$ cat src/rtl/ctlbank_pkg.sv
package ctlbank_pkg;
   localparam int BYTE_W   = 8;
   localparam int PRESC_W  = 3;
   localparam int PDN_BIT  = 7;
   localparam int CPEN_BIT = 6;
   localparam int FRZ_BIT  = 5;
   localparam int DIV2_BIT = 4;
   localparam int DIV3_BIT = 3;

   localparam logic [BYTE_W-1:0] MISC_RESET     = 8'h80;
   localparam logic [BYTE_W-1:0] MISC_WR_MASK   = 8'hF8;
   localparam logic [BYTE_W-1:0] MISC_HOLD_MASK = 8'h18;
   localparam logic [BYTE_W-1:0] GEN_WR_MASK    = 8'hFF;
   localparam logic [BYTE_W-1:0] GEN_HOLD_MASK  = 8'hFF;

   function automatic logic [PRESC_W-1:0] presc_code(input logic by2, input logic by3);
      unique case ({by2, by3})
         2'b00:   return 3'd1;
         2'b10:   return 3'd2;
         2'b01:   return 3'd3;
         default: return 3'd6;
      endcase
   endfunction
endpackage

$ cat src/rtl/ctlbank_regfile.sv
module ctlbank_regfile import ctlbank_pkg::*; #(
   parameter int NUM_REGS  = 4,
   parameter int ADDR_W    = 3,
   parameter int MISC_ADDR = 0
)(
   input  logic                       clk,
   input  logic                       rst_n,
   input  logic                       wr_en,
   input  logic [ADDR_W-1:0]          wr_addr,
   input  logic [BYTE_W-1:0]          wr_data,
   output logic [NUM_REGS*BYTE_W-1:0] shd_flat,
   output logic [NUM_REGS*BYTE_W-1:0] act_flat
);
   logic [BYTE_W-1:0] shd_q   [NUM_REGS];
   logic [BYTE_W-1:0] shd_nxt [NUM_REGS];
   logic [BYTE_W-1:0] act_q   [NUM_REGS];
   logic [BYTE_W-1:0] act_nxt [NUM_REGS];
   logic misc_hit;
   logic frz_nxt;
   logic act_frz;

   assign misc_hit = wr_en && (wr_addr == ADDR_W'(MISC_ADDR));
   assign frz_nxt  = misc_hit ? wr_data[FRZ_BIT] : shd_q[MISC_ADDR][FRZ_BIT];
   assign act_frz  = act_q[MISC_ADDR][FRZ_BIT];

   for (genvar g = 0; g < NUM_REGS; g++) begin : g_reg
      localparam logic [BYTE_W-1:0] RST_V = (g == MISC_ADDR) ? MISC_RESET     : '0;
      localparam logic [BYTE_W-1:0] WMASK = (g == MISC_ADDR) ? MISC_WR_MASK   : GEN_WR_MASK;
      localparam logic [BYTE_W-1:0] HMASK = (g == MISC_ADDR) ? MISC_HOLD_MASK : GEN_HOLD_MASK;
      logic hit;

      assign hit        = wr_en && (wr_addr == ADDR_W'(g));
      assign shd_nxt[g] = hit ? (wr_data & WMASK) : shd_q[g];
      assign act_nxt[g] = frz_nxt ? ((act_q[g] & HMASK) | (shd_nxt[g] & ~HMASK))
                                  : shd_nxt[g];

      always_ff @(posedge clk or negedge rst_n) begin
         if (!rst_n) begin
            shd_q[g] <= RST_V;
            act_q[g] <= RST_V;
         end else begin
            shd_q[g] <= shd_nxt[g];
            act_q[g] <= act_nxt[g];
         end
      end

      assign shd_flat[g*BYTE_W +: BYTE_W] = shd_q[g];
      assign act_flat[g*BYTE_W +: BYTE_W] = act_q[g];

      // freezable bits of the live copy stay put while freeze remains set
      assert_freeze_hold_R3: assert property (@(posedge clk) disable iff (!rst_n)
         act_frz |=> (!act_frz || $stable(act_q[g] & HMASK)));
   end

   // with freeze clear the live copy mirrors the staged copy
   assert_unfrozen_match_R2: assert property (@(posedge clk) disable iff (!rst_n)
      !act_frz |-> (act_flat == shd_flat));

   // freeze, enable and power-down bits are never held
   assert_immediate_bits_R6: assert property (@(posedge clk) disable iff (!rst_n)
      act_q[MISC_ADDR][PDN_BIT:FRZ_BIT] == shd_q[MISC_ADDR][PDN_BIT:FRZ_BIT]);

   // reserved bits stay zero
   assert_reserved_zero_R10: assert property (@(posedge clk) disable iff (!rst_n)
      (shd_q[MISC_ADDR][DIV3_BIT-1:0] == '0) && (act_q[MISC_ADDR][DIV3_BIT-1:0] == '0));

   // out-of-range writes leave the staged bank untouched
   assert_oor_ignored_R11: assert property (@(posedge clk) disable iff (!rst_n)
      (wr_en && (int'(wr_addr) >= NUM_REGS)) |=> $stable(shd_flat));
endmodule

$ cat src/rtl/ctlbank_misc_decode.sv
module ctlbank_misc_decode import ctlbank_pkg::*; (
   input  logic               clk,
   input  logic               rst_n,
   input  logic               pdn_bit,
   input  logic               cpen_bit,
   input  logic               by2_bit,
   input  logic               by3_bit,
   output logic               low_power,
   output logic               cp_mode,
   output logic [PRESC_W-1:0] prescale_div,
   output logic               prescale_chg
);
   logic [PRESC_W-1:0] div_prev_q;

   assign cp_mode      = cpen_bit;
   assign low_power    = pdn_bit & cpen_bit;
   assign prescale_div = presc_code(by2_bit, by3_bit);

   always_ff @(posedge clk or negedge rst_n) begin
      if (!rst_n) div_prev_q <= PRESC_W'(1);
      else        div_prev_q <= prescale_div;
   end

   assign prescale_chg = (prescale_div != div_prev_q);
endmodule

$ cat src/rtl/ctlbank_top.sv
module ctlbank_top import ctlbank_pkg::*; #(
   parameter int NUM_REGS  = 4,
   parameter int ADDR_W    = 3,
   parameter int MISC_ADDR = 0
)(
   input  logic                       clk,
   input  logic                       rst_n,
   input  logic                       wr_en,
   input  logic [ADDR_W-1:0]          wr_addr,
   input  logic [BYTE_W-1:0]          wr_data,
   input  logic [ADDR_W-1:0]          rd_addr,
   output logic [BYTE_W-1:0]          rd_data,
   output logic [NUM_REGS*BYTE_W-1:0] ctl_q,
   output logic                       low_power,
   output logic                       cp_mode,
   output logic [PRESC_W-1:0]         prescale_div,
   output logic                       prescale_chg
);
   localparam int FLAT_W   = NUM_REGS * BYTE_W;
   localparam int MISC_LSB = MISC_ADDR * BYTE_W;

   if (NUM_REGS < 1 || NUM_REGS > (1 << ADDR_W)) begin : g_bad_depth
      $error("ctlbank_top: NUM_REGS does not fit the address width");
   end
   if (MISC_ADDR < 0 || MISC_ADDR >= NUM_REGS) begin : g_bad_misc
      $error("ctlbank_top: MISC_ADDR outside the register range");
   end

   logic [FLAT_W-1:0] shd_flat;
   logic [FLAT_W-1:0] act_flat;

   ctlbank_regfile #(
      .NUM_REGS (NUM_REGS),
      .ADDR_W   (ADDR_W),
      .MISC_ADDR(MISC_ADDR)
   ) u_regfile (
      .clk     (clk),
      .rst_n   (rst_n),
      .wr_en   (wr_en),
      .wr_addr (wr_addr),
      .wr_data (wr_data),
      .shd_flat(shd_flat),
      .act_flat(act_flat)
   );

   ctlbank_misc_decode u_decode (
      .clk         (clk),
      .rst_n       (rst_n),
      .pdn_bit     (act_flat[MISC_LSB + PDN_BIT]),
      .cpen_bit    (act_flat[MISC_LSB + CPEN_BIT]),
      .by2_bit     (act_flat[MISC_LSB + DIV2_BIT]),
      .by3_bit     (act_flat[MISC_LSB + DIV3_BIT]),
      .low_power   (low_power),
      .cp_mode     (cp_mode),
      .prescale_div(prescale_div),
      .prescale_chg(prescale_chg)
   );

   always_comb begin
      rd_data = '0;
      for (int i = 0; i < NUM_REGS; i++) begin
         if (rd_addr == ADDR_W'(i)) rd_data = shd_flat[i*BYTE_W +: BYTE_W];
      end
   end

   assign ctl_q = act_flat;

   // low-power request only in control-port mode
   assert_lowpower_gate_R7: assert property (@(posedge clk) disable iff (!rst_n)
      low_power |-> cp_mode);

   // without a change pulse the prescale selection is unchanged
   assert_chg_quiet_R9: assert property (@(posedge clk) disable iff (!rst_n)
      !prescale_chg |-> $stable(prescale_div));
endmodule

$ cat config.mk
export PLATFORM = sky130hd
export DESIGN_NAME = ctlbank_top
export DESIGN_NICKNAME = d
export VERILOG_FILES = /design/src/rtl/ctlbank_pkg.sv /design/src/rtl/ctlbank_regfile.sv /design/src/rtl/ctlbank_misc_decode.sv /design/src/rtl/ctlbank_top.sv
export SDC_FILE = /design/constraint.sdc
export NUM_CORES = 1
export LEC_CHECK = 0
export BUFFER_PORTS_ARGS = -buffer_cell sky130_fd_sc_hd__clkbuf_2
export CELL_PAD_IN_SITES_DETAIL_PLACEMENT = 1
export CELL_PAD_IN_SITES_GLOBAL_PLACEMENT = 2
export CORE_MARGIN = 2
export CORE_UTILIZATION = 30
export CTS_CLUSTER_DIAMETER = 50
export DETAILED_ROUTE_END_ITERATION = 8
export PLACE_DENSITY_LB_ADDON = 0.1
export SLEW_MARGIN = 5
export SYNTH_ARGS = -nofsm -noshare
export SYNTH_HDL_FRONTEND = slang
export SYNTH_SLANG_ARGS = --single-unit
$ cat constraint.sdc
create_clock -name clk -period 2.39 [get_ports clk]
set_input_delay 0.478 -clock clk [delete_from_list [all_inputs] [get_ports clk]]
set_output_delay 0.478 -clock clk [all_outputs]
set_load 0.05 [all_outputs]
After elaboration in Yosys (flattened, before gate mapping)
Index checks and enable logic that the tools add are counted.

Bits in registers: 67. Input bits: 17. Output and inout port bits: 46. Word-level logic and storage cells: 38.

Equal/unequal tests: 9. Mux-type cells: 11. Bitwise logic cells: 2. Reduce and logical (&&, ||, !) cells: 7.

Operators with widths (number): 8-bit 2-to-1 mux (9); 3-bit by 2-bit == test with 1-bit output (second input constant) (4); 3-bit case mux with 3 select lines (1); 5-bit by 8-bit bitwise OR with 8-bit output (1); 3-bit by 1-bit == test with 1-bit output (second input constant) (2); 3-bit zero test (2); 1-bit logical AND (4); 3-bit inequality test (1); 2-bit by 1-bit == test with 1-bit output (second input constant) (1); 2-bit == test (second input constant) (1); 2-bit zero test (1); 1-bit AND (1); 1-bit 2-to-1 mux (1).

Depth between registers and ports, before layout
Gate-level depths: netlist of run 1.

Depth in word-level cells: 5. Depth in mapped cells: 4. Gate-level depth less buffers: 3.

By module
A second synthesis of run 1 with hierarchy kept.

Cell total of the unflattened synthesis: 174. Area total of the unflattened synthesis: 2596.2 µm².

By module, submodules not included: ctlbank_regfile (instances 1, cells each 129, area an instance 2164.6 µm², seq. area each 1377.6 µm²); ctlbank_top (instances 1, cells each 30, area an instance 261.5 µm², seq. area each 0.0 µm²); ctlbank_misc_decode (instances 1, cells each 15, area an instance 170.2 µm², seq. area each 76.3 µm²).

Worst setup path after synthesis of run 1
OpenSTA, ideal clock, no wires.

Kind: register to output. From: register u_regfile.act_q (netlist bit u_regfile.act_flat[4]). To: output prescale_chg. Arrival: 1.826 ns. Data required time: 1.912 ns. Setup slack: 0.086 ns. Cell stages (with the launch flop): 4. Path buffers: 0. Cell sequence: dfrtp_1 > or2_2 > a2bb2o_1 > a31oi_1.

Longest elaborated chain between the ends: 3. Elaborated cells on any way between the ends: 5. Classes of those cells: 3 x eq/ne; 1 x mux; 1 x reduce/logical.

RTL lines: start: declaration (RTL line ctlbank_regfile.sv:16) `logic [BYTE_W-1:0] act_q [NUM_REGS];`; start signal: indexed assignment (RTL line ctlbank_regfile.sv:43) `act_q[g] <= act_nxt[g];`; 2-bit by 1-bit == test with 1-bit output, or another cell as far along (RTL line ctlbank_pkg.sv:17) `unique case ({by2, by3})`; 3-bit case mux with 3 select lines (*) (RTL line ctlbank_pkg.sv:17); via prescale_div[1] (RTL line ctlbank_top.sv:16) `output logic [PRESC_W-1:0] prescale_div,`; 3-bit inequality test (*) (RTL line ctlbank_misc_decode.sv:24) `assign prescale_chg = (prescale_div != div_prev_q);`; end: declaration (RTL line ctlbank_top.sv:17) `output logic prescale_chg`.

Mark *: on every way through the listed nets, which the timed path passes. The rest lies on a longest branch.

Worst setup path in the final report of run 1
From: register u_decode.div_prev_q[0]. To: output prescale_chg.

Longest elaborated chain between the ends: 1.

RTL lines: start: declaration (RTL line ctlbank_misc_decode.sv:13) `logic [PRESC_W-1:0] div_prev_q;`; start signal: assignment (RTL line ctlbank_misc_decode.sv:21) `else div_prev_q <= prescale_div;`; 3-bit inequality test (RTL line ctlbank_misc_decode.sv:24).

No other way between the ends.

==> results of run 1 <==
-- synth_stat cells --
cell type and count:
a22oi_1 3, a2bb2o_1 1, a31oi_1 1, and2_1 2
buf_4 8, buf_6 2, clkbuf_1 4, conb_1 1
dfrtp_1 56, dfstp_2 2, inv_1 2, mux2_2 57
mux2i_2 1, mux4_2 5, nand2b_1 1, nand3b_1 1
nand4b_1 1, nor2_1 3, nor2b_1 6, nor4b_1 1
nor4b_4 1, nor4bb_1 2, o21ai_0 1, or2_2 1
or3b_2 1
-- worst max-delay path: cells and delay by family, from the launching register on --
family	cells	cell delay, ns
AOI/OAI and AO/OA	2	0.29
buffers and inverters	1	0.20
DFF	1	0.56
and+or+nand+nor	1	0.43
-- routing by layer --
| metal | GRT usage, % | part of all wire, % |
|---|---|---|
| met2 | 25.1 | 53 |
| met4 | 7.50 | 2.1 |
| met5 | 0 | 0 |
| met3 | 3.92 | 4.2 |
| met1 | 16.0 | 40 |
-- worst paths after layout --
| check | slack [ns] | from | end |
|---|---|---|---|
| setup / recovery | 0.09 | u_decode.div_prev_q[0] | prescale_chg |
| hold / removal | 0.13 | rst_n | u_regfile.shd_flat[19] |
| setup reg to reg | 1.07 | u_regfile.shd_flat[5] | u_regfile.act_flat[18] |
| hold reg to reg | 0.51 | u_regfile.act_flat[22] | u_regfile.act_flat[22] |
| max in group asynchronous | 1.84 | rst_n | u_regfile.act_flat[7] |
| min in group clk | 0.43 | wr_data[0] | u_regfile.shd_flat[8] |
-- state kept, by name (all words and copies together) (netlist names) --
register	flops
u_decode.div_prev_q	3
u_regfile.act_flat	27
u_regfile.shd_flat	28
-- stage by stage --
stage               hold slack, ns  instances  setup slack (ns)
finish                       0.126        339            0.0939
CTS                          0.121        339            0.0235
floorplan                    0.182        166            0.0864
global placement             0.490        323             0.218
global route                 0.136        339            0.0165
detailed placement           0.498        323             0.214
-- cells by family (layout without fill, tap and decap cells) --
| logic type | Yosys count | count (layout) | synth area share [%] |
|---|---|---|---|
| other | 1 | 3 | 0.148 |
| AO/OA/AOI/OAI | 6 | 6 | 1.73 |
| buffers and inverters | 16 | 84 | 4.16 |
| flip-flops | 58 | 58 | 57.6 |
| multiplexers | 63 | 63 | 30.4 |
| AND/OR/NAND/NOR | 20 | 20 | 5.99 |
-- timing repair --
item	4_1_cts	5_1_grt
gates resized for setup	0	3
endpoints found under the setup margin	0	1
endpoints found under the hold margin	0	0
-- area by class of cell --
cell class | count | area share [%]
Sequential cell | 58 | 46.1
Multi-Input combinational cell | 92 | 31.5
Timing Repair Buffer | 66 | 11.1
Tap cell | 105 | 4.16
Clock buffer | 9 | 3.92
Clock inverter | 7 | 2.97
Inverter | 2 | 0.238
-- report_power, final --
part           internal (W)  leakage (nW)  switching [W]  total [W]
registers           0.00130         0.694       0.000192    0.00149
clock network      0.000584         0.105       0.000401   0.000985
logic              0.000530         0.644        0.00123    0.00176
==> impl_metrics.py, run 1 <==
metrics = {
    "grt": {
        "overflow": 0,
        "grt_usage_pct": 14.4,
        "antenna_found_initial": 0,
        "grt_max_degree": 36,
        "grt_pass1_wl_um": 9450,
        "grt_pass1_vias": 1810,
    },
    "layout": {
        "final_common_cell": "clkbuf_2",
        "design_area_um2": 3160,
        "regArea_um2": 1450,
        "multi_input_area_um2": 996,
        "fill_cells": 872,
        "final_cell_mix": "clkbuf_2, mux2_2, dfrtp_1",
        "antennaDiodeCount": 0,
        "drive_above_1_share_pct": 65.0,
        "fin_nets": 246,
        "fin_util_pct": 38.6,
        "syn2layout_area_growth_pct": 25.0,
    },
    "timing": {
        "finalSetupTns_ns": 0,
        "clock_skew_ns": 0.00532,
        "min_period_ns": 2.30,
        "max_freq_mhz": 436,
        "setup_viol_count_final": 0,
        "max_slew_margin_pct": 56.8,
        "worst_pin_slew_ns": 0.644,
        "final_hold_viol_count": 0,
        "period_share_pct": 96.1,
        "rsz0062_at_grt": "no",
        "final_max_slew_viol_count": 0,
    },
    "die": {
        "core_area_um2": 8180,
        "dieArea_um2": 9170,
        "start_util_pct": 30.9,
        "io_pins": 63,
        "die_w_um": 95.8,
        "die_y_um": 95.8,
        "rows": 33,
    },
    "critical_path": {
        "worstSetupPathType": "flop to output port",
        "path_cells": "or3b_2 > a2bb2o_1 > a31oi_1 > buf_4",
        "cp-start-kind": "flop",
        "worstPathMaxFanout": 4,
        "worst_setup_path_end_kind": "output port",
        "rr_worst_depth": 3,
        "cp_data_arrival_time_ns": 1.82,
        "cpPeakStageDelay_ns": 0.56,
        "cpMaxStageDelayCell": "dfstp_2",
        "cp.required_ns": 1.91,
    },
    "drt": {
        "drt_iter0_markers": 31,
        "vias": 1585,
        "route.detailed.drc": 0,
        "routed_wl_um": 5940,
        "vias_per_cell": 4.68,
        "wl_per_cell_um": 17.5,
        "firstDrtPassIters": 3,
        "detail-route-antenna-nets": 0,
    },
    "clock_tree": {
        "cts_max_level": 3,
        "cts_made_buffers": 9,
        "insertion_delay_ns": 0.34,
        "cts.sinks": 58,
        "cts_buffer_depth": 2,
        "hold_buffers": 0,
        "clk_pin_slew_ns": 0.07,
        "cts_tree": "built",
        "cts_setup_buffers": 0,
        "cts_root_buf": "clkbuf_8",
    },
    "placed_design": {
        "hpwl_um": 4320,
        "portBuffers": 59,
        "place_area_um2": 2940,
        "routabilityCongestion": 0.730,
    },
    "power": {
        "p_leak_nw": 1.44,
        "power_density_nw_per_um2": 1340,
        "power_w": 0.00424,
        "ir_drop_mv": 0.516,
    },
    "logic_synthesis": {
        "ys_ff_latch": 58,
        "avgSynthCellArea_um2": 15.4,
        "ys_seq_area_share_pct": 57.6,
        "synth_area_um2": 2530,
        "yosysWarnings": 0,
        "syn_inst": 164,
        "synth.largest_area_cell": "dfrtp_1",
        "synth.distinct_cells": 25,
        "ys_top_cells_by_area": "dfrtp_1, mux2_2, mux4_2",
        "netlist.area_leader.share_pct": 55.5,
    },
    "run": {
        "cap_violations": 0,
    },
    "run_status": {
        "status": "complete, no violations",
    },
    "min_path": {
        "min-delay-path-class": "input port to async pin",
    },
}
No activity file was read; power rests on OpenSTA's default activity.
==> run 2, diff against run 1 <==
- CORE_UTILIZATION: 30 -> 34
==> run 2 against run 1 <==
Effect of this change:
- sequential share of layout area increased by 0.76 points
- non-clock buffer count unchanged
- total power decreased by 5.5%
- core utilization increased by 4.4 points
- combinational power about the same
- clock power decreased by 24%
- first-iteration DRC count increased by 6.5%
- register-to-register slack improved by 0.03 ns
- count of clock-buffer cells in the layout increased by 4
- global-route usage increased by 0.82 points
- setup slack got worse by 0.0040 ns
- die area decreased by 11%
- largest cell class unchanged
- largest power group unchanged
==> impl_metrics.py, run 2 (same netlist as run 1, synthesis figures left out) <==
metrics = {
    "critical_path": {
        "cp-start-kind": "flop",
        "rr_endpoint": "u_regfile.act_flat[23]",
        "worst_setup_path_end_kind": "output port",
        "worstPathMaxFanout": 4,
        "r2r_start": "u_regfile.shd_flat[5]",
        "cp_data_arrival_time_ns": 1.82,
        "worstSetupPathType": "flop to output port",
        "rr_worst_depth": 3,
        "r2r_slack_ns": 1.10,
        "cp.required_ns": 1.91,
    },
    "power": {
        "power_w": 0.00400,
        "comb_power_share_pct": 44.1,
        "power.share.clock_pct": 18.8,
        "ir_drop_mv": 0.514,
        "seq_power_share_pct": 37.1,
        "p_int_w": 0.00223,
        "p_sw_w": 0.00177,
        "power_density_nw_per_um2": 1290,
        "p_leak_nw": 1.43,
        "switching_share_pct": 44.3,
    },
    "drt": {
        "route.detailed.drc": 0,
        "drt_iter0_markers": 33,
        "vias": 1594,
        "routed_wl_um": 5640,
        "vias_per_cell": 4.79,
        "firstDrtPassIters": 4,
        "detail-route-antenna-nets": 0,
        "wl_per_cell_um": 16.9,
    },
    "grt": {
        "grt_util_met2_pct": 24.2,
        "met1_usage_pct": 19.1,
        "grt_pass1_wl_um": 9300,
        "grt_max_degree": 22,
        "grt_pass1_vias": 1743,
        "overflow": 0,
        "grt_use_met3_pct": 3.86,
        "antenna_found_initial": 0,
        "grt_most_used_layer": "met2",
        "grt_usage_pct": 15.2,
    },
    "timing": {
        "worst_pin_slew_ns": 0.617,
        "rsz0062_at_grt": "no",
        "final_max_slew_viol_count": 0,
        "timing.final.ws_setup_ns": 0.0899,
        "final_hold_viol_count": 0,
        "period_share_pct": 96.2,
        "clock_skew_ns": 0.00542,
        "finalSetupTns_ns": 0,
        "max_slew_margin_pct": 58.6,
        "min_period_ns": 2.30,
        "max_freq_mhz": 435,
        "setup_viol_count_final": 0,
    },
    "layout": {
        "drive_above_1_share_pct": 63.7,
        "fill_cells": 765,
        "syn2layout_area_growth_pct": 22.9,
        "largest_reg_flops": 28,
        "antennaDiodeCount": 0,
        "final_cell_mix": "clkbuf_2, mux2_2, dfrtp_1",
        "final_common_cell": "clkbuf_2",
        "multi_input_area_um2": 996,
        "fin_nets": 246,
        "regArea_um2": 1450,
    },
    "die": {
        "core_area_um2": 7210,
        "dieArea_um2": 8140,
        "io_pins": 63,
        "start_util_pct": 35.0,
        "die_w_um": 90.2,
        "die_y_um": 90.2,
        "rows": 31,
    },
    "min_path": {
        "min-delay-path-class": "input port to async pin",
    },
    "clock_tree": {
        "cts_setup_buffers": 0,
        "cts_max_level": 3,
        "clk_pin_slew_ns": 0.06,
        "insertion_delay_ns": 0.33,
        "cts_made_buffers": 9,
        "cts.sinks": 58,
        "cts_tree": "built",
        "cts_root_buf": "clkbuf_8",
        "cts_buffer_depth": 2,
    },
    "placed_design": {
        "portBuffers": 59,
        "hpwl_um": 4090,
        "pre_cts_ws_ns": 0.201,
        "routabilityCongestion": 0.729,
    },
    "run_status": {
        "status": "complete, no violations",
    },
    "run": {
        "cap_violations": 0,
    },
}
[run 2: changes by cell type in the layout (fill, tap and decap cells not counted), sizes merged]
| cell | delta |
|---|---|
| bufinv | -2 |
| clkbuf | +4 |
| clkinvlp | -2 |
[run 2: power by group through the flow]
stage	Clock, W	Sequential [W]	Combinational (W)
4_1_cts	0.000786	0.00149	0.00179
2_1_floorplan	0	0.00206	0.000819
5_1_grt	0.000840	0.00154	0.00185
6_report	0.000753	0.00148	0.00177
3_5_place_dp	0	0.00151	0.00178
3_3_place_gp	0	0.00148	0.00176
[run 2: worst max-delay path, stage by stage, from the launching register on]
cell      delay (ns)
dfstp_2         0.55
or3b_2          0.44
a2bb2o_1        0.25
a31oi_1         0.04
buf_2           0.22
[run 2: cell type report]
class                   count  share of cell area (%)
clock inverters             3                   0.483
multi-input cells          92                    32.1
inverters                   2                   0.242
clock buffers              13                    4.79
flip-flops and latches     58                    46.8
repair buffers             66                    11.6
well taps                  99                    3.99
[run 2: timing repair]
action	4_1_cts	5_1_grt
endpoints found under the setup margin	0	1
gates resized for setup	0	1
hold buffers	0	0
[run 2: stage by stage]
step                      area [um^2]  instances  util [%]  hold slack [ns]
after detailed placement         2940        317      40.8            0.484
after CTS                        3110        333      43.0            0.124
after global routing             3110        333      43.0            0.135
after global placement           2940        317      40.8            0.470
final                            3110        333      43.0            0.117
after floorplan                  2530        166         -            0.182
[run 2: worst max-delay path by stage]
stage,cells past startpoint,to,slack [ns],startpoint
2_1_floorplan,3,prescale_chg,0.09,u_regfile.act_flat[4]
3_3_place_gp,4,rd_data[3],0.22,rd_addr[1]
3_5_place_dp,4,rd_data[3],0.20,rd_addr[1]
4_1_cts,4,prescale_chg,0.03,u_decode.div_prev_q[0]
5_1_grt,4,prescale_chg,0.02,u_decode.div_prev_q[0]
6_report,4,prescale_chg,0.09,u_decode.div_prev_q[0]
[run 2: metal layers]
metal	vias up	part of all wire (%)
met5	-	0
met4	0	1.7
met3	9	5.0
met2	41	49
met1	826	44
li1	718	-
==> run 3, diff against run 2 <==
- PLACE_DENSITY_LB_ADDON: 0.1 -> 0.3
==> run 3 against run 2 <==
Effect of this change:
- die area unchanged
- largest power group unchanged
- non-clock buffer count down 1
- largest cell class unchanged
- fmax decreased by 0.14%
==> impl_metrics.py, run 3 (same netlist as run 1, synthesis figures left out) <==
metrics = {
    "critical_path": {
        "r2r_start": "u_regfile.shd_flat[5]",
        "crit_family": "flip-flops",
        "path_cells": "or3b_2 > a2bb2o_1 > a31oi_1 > clkbuf_2",
        "cpMaxStageDelayCell": "dfstp_2",
        "rr_worst_depth": 3,
        "worst_setup_path_end_kind": "output port",
        "worst-path-buf-inv": 1,
        "worstSetupPathType": "flop to output port",
        "cp.required_ns": 1.91,
        "cpPeakStageDelay_ns": 0.55,
        "cp.depth": 4,
        "rr_endpoint": "u_regfile.act_flat[9]",
        "cp_data_arrival_time_ns": 1.83,
        "cp-start-kind": "flop",
        "r2r_slack_ns": 0.96,
        "worstPathMaxFanout": 4,
    },
    "layout": {
        "fin_nets": 245,
        "largest_reg_flops": 28,
        "antennaDiodeCount": 0,
        "syn2layout_area_growth_pct": 23.1,
        "final_common_cell": "clkbuf_2",
        "final_cell_mix": "clkbuf_2, mux2_2, dfrtp_1",
        "drive_above_1_share_pct": 63.5,
    },
    "die": {
        "core_area_um2": 7210,
        "die_y_um": 90.2,
        "start_util_pct": 35.0,
        "die_w_um": 90.2,
        "rows": 31,
        "dieArea_um2": 8140,
        "io_pins": 63,
    },
    "timing": {
        "setup_viol_count_final": 0,
        "min_period_ns": 2.30,
        "worst_pin_slew_ns": 0.644,
        "timing.final.ws_setup_ns": 0.0865,
        "rsz0062_at_grt": "no",
        "final_hold_viol_count": 0,
        "max_slew_margin_pct": 56.9,
        "finalSetupTns_ns": 0,
        "final_max_slew_viol_count": 0,
        "period_share_pct": 96.4,
        "clock_skew_ns": 0.00389,
        "max_freq_mhz": 434,
    },
    "clock_tree": {
        "cts_buffer_depth": 2,
        "cts_root_buf": "clkbuf_8",
        "cts_tree": "built",
        "cts-resized-gates": 0,
        "insertion_delay_ns": 0.32,
        "cts_max_level": 3,
        "cts.sinks": 58,
        "cts_setup_buffers": 0,
        "clk_pin_slew_ns": 0.06,
        "hold_buffers": 0,
        "cts_made_buffers": 9,
    },
    "drt": {
        "route.detailed.drc": 0,
        "vias_per_cell": 4.67,
        "detail-route-antenna-nets": 0,
        "drt_iter0_markers": 60,
        "wl_per_cell_um": 16.8,
        "vias": 1552,
        "firstDrtPassIters": 6,
        "routed_wl_um": 5580,
    },
    "grt": {
        "antenna_found_initial": 0,
        "grt_usage_pct": 15.0,
        "grt_max_degree": 59,
        "grt_pass1_vias": 1729,
        "grt_pass1_wl_um": 9280,
        "overflow": 0,
    },
    "power": {
        "comb_power_share_pct": 43.9,
        "seq_power_share_pct": 37.2,
        "ir_drop_mv": 0.496,
        "p_int_w": 0.00223,
        "p_sw_w": 0.00178,
        "power_density_nw_per_um2": 1290,
        "switching_share_pct": 44.4,
        "p_leak_nw": 1.43,
        "power.share.clock_pct": 19.0,
    },
    "run": {
        "cap_violations": 0,
    },
    "placed_design": {
        "portBuffers": 59,
        "pre_cts_ws_ns": 0.186,
        "hpwl_um": 3900,
        "routabilityCongestion": 0.713,
    },
    "run_status": {
        "status": "complete, no violations",
    },
    "min_path": {
        "min-delay-path-class": "input port to async pin",
    },
}
[run 3: changes by cell type in the layout (fill, tap and decap cells not counted), sizes merged]
| cell | change |
|---|---|
| buf | -2 |
| clkbuf | +1 |
[run 3: how the worst max path moves through the flow]
stage / start / to / slack (ns)
global placement: rd_addr[1] / rd_data[3] / 0.19
global route: u_decode.div_prev_q[0] / prescale_chg / 0.02
finish: u_decode.div_prev_q[0] / prescale_chg / 0.09
floorplan: u_regfile.act_flat[4] / prescale_chg / 0.09
CTS: u_decode.div_prev_q[0] / prescale_chg / 0.06
detailed placement: rd_addr[1] / rd_data[3] / 0.19
[run 3: power by group through the flow]
stage	logic, W	clock network, W	registers [W]
2_1_floorplan	0.000819	0	0.00206
3_3_place_gp	0.00176	0	0.00151
3_5_place_dp	0.00178	0	0.00151
4_1_cts	0.00178	0.000789	0.00150
5_1_grt	0.00185	0.000846	0.00154
6_report	0.00176	0.000761	0.00149
[run 3: final cells by class]
class	instances	area, um^2
sequential	58	1450
clock inverter	3	15.0
clock buffer	13	149
timing repair buffer	65	365
multi-input combinational	92	996
tap	99	124
fill	793	4100
inverter	2	7.51
[run 3: through the flow]
step                hold WS (ns)  instances  instance area, um^2  utilization, %  total power, W
CTS                        0.152        332                 3110            43.1         0.00407
finish                     0.145        332                 3110            43.1         0.00401
global placement           0.491        316                 2950            40.8         0.00327
floorplan                  0.182        166                 2530               -         0.00288
global route               0.165        332                 3110            43.1         0.00424
detailed placement         0.499        316                 2950            40.8         0.00329
[run 3: routing by layer]
metal  wire (um)  GRT usage (%)  vias to the layer above
met4          41           6.92                        0
met1        2620           20.3                      798
met5           0              0                        -
li1            -              -                      709
met2        2700           22.9                       41
met3         213           3.60                        4
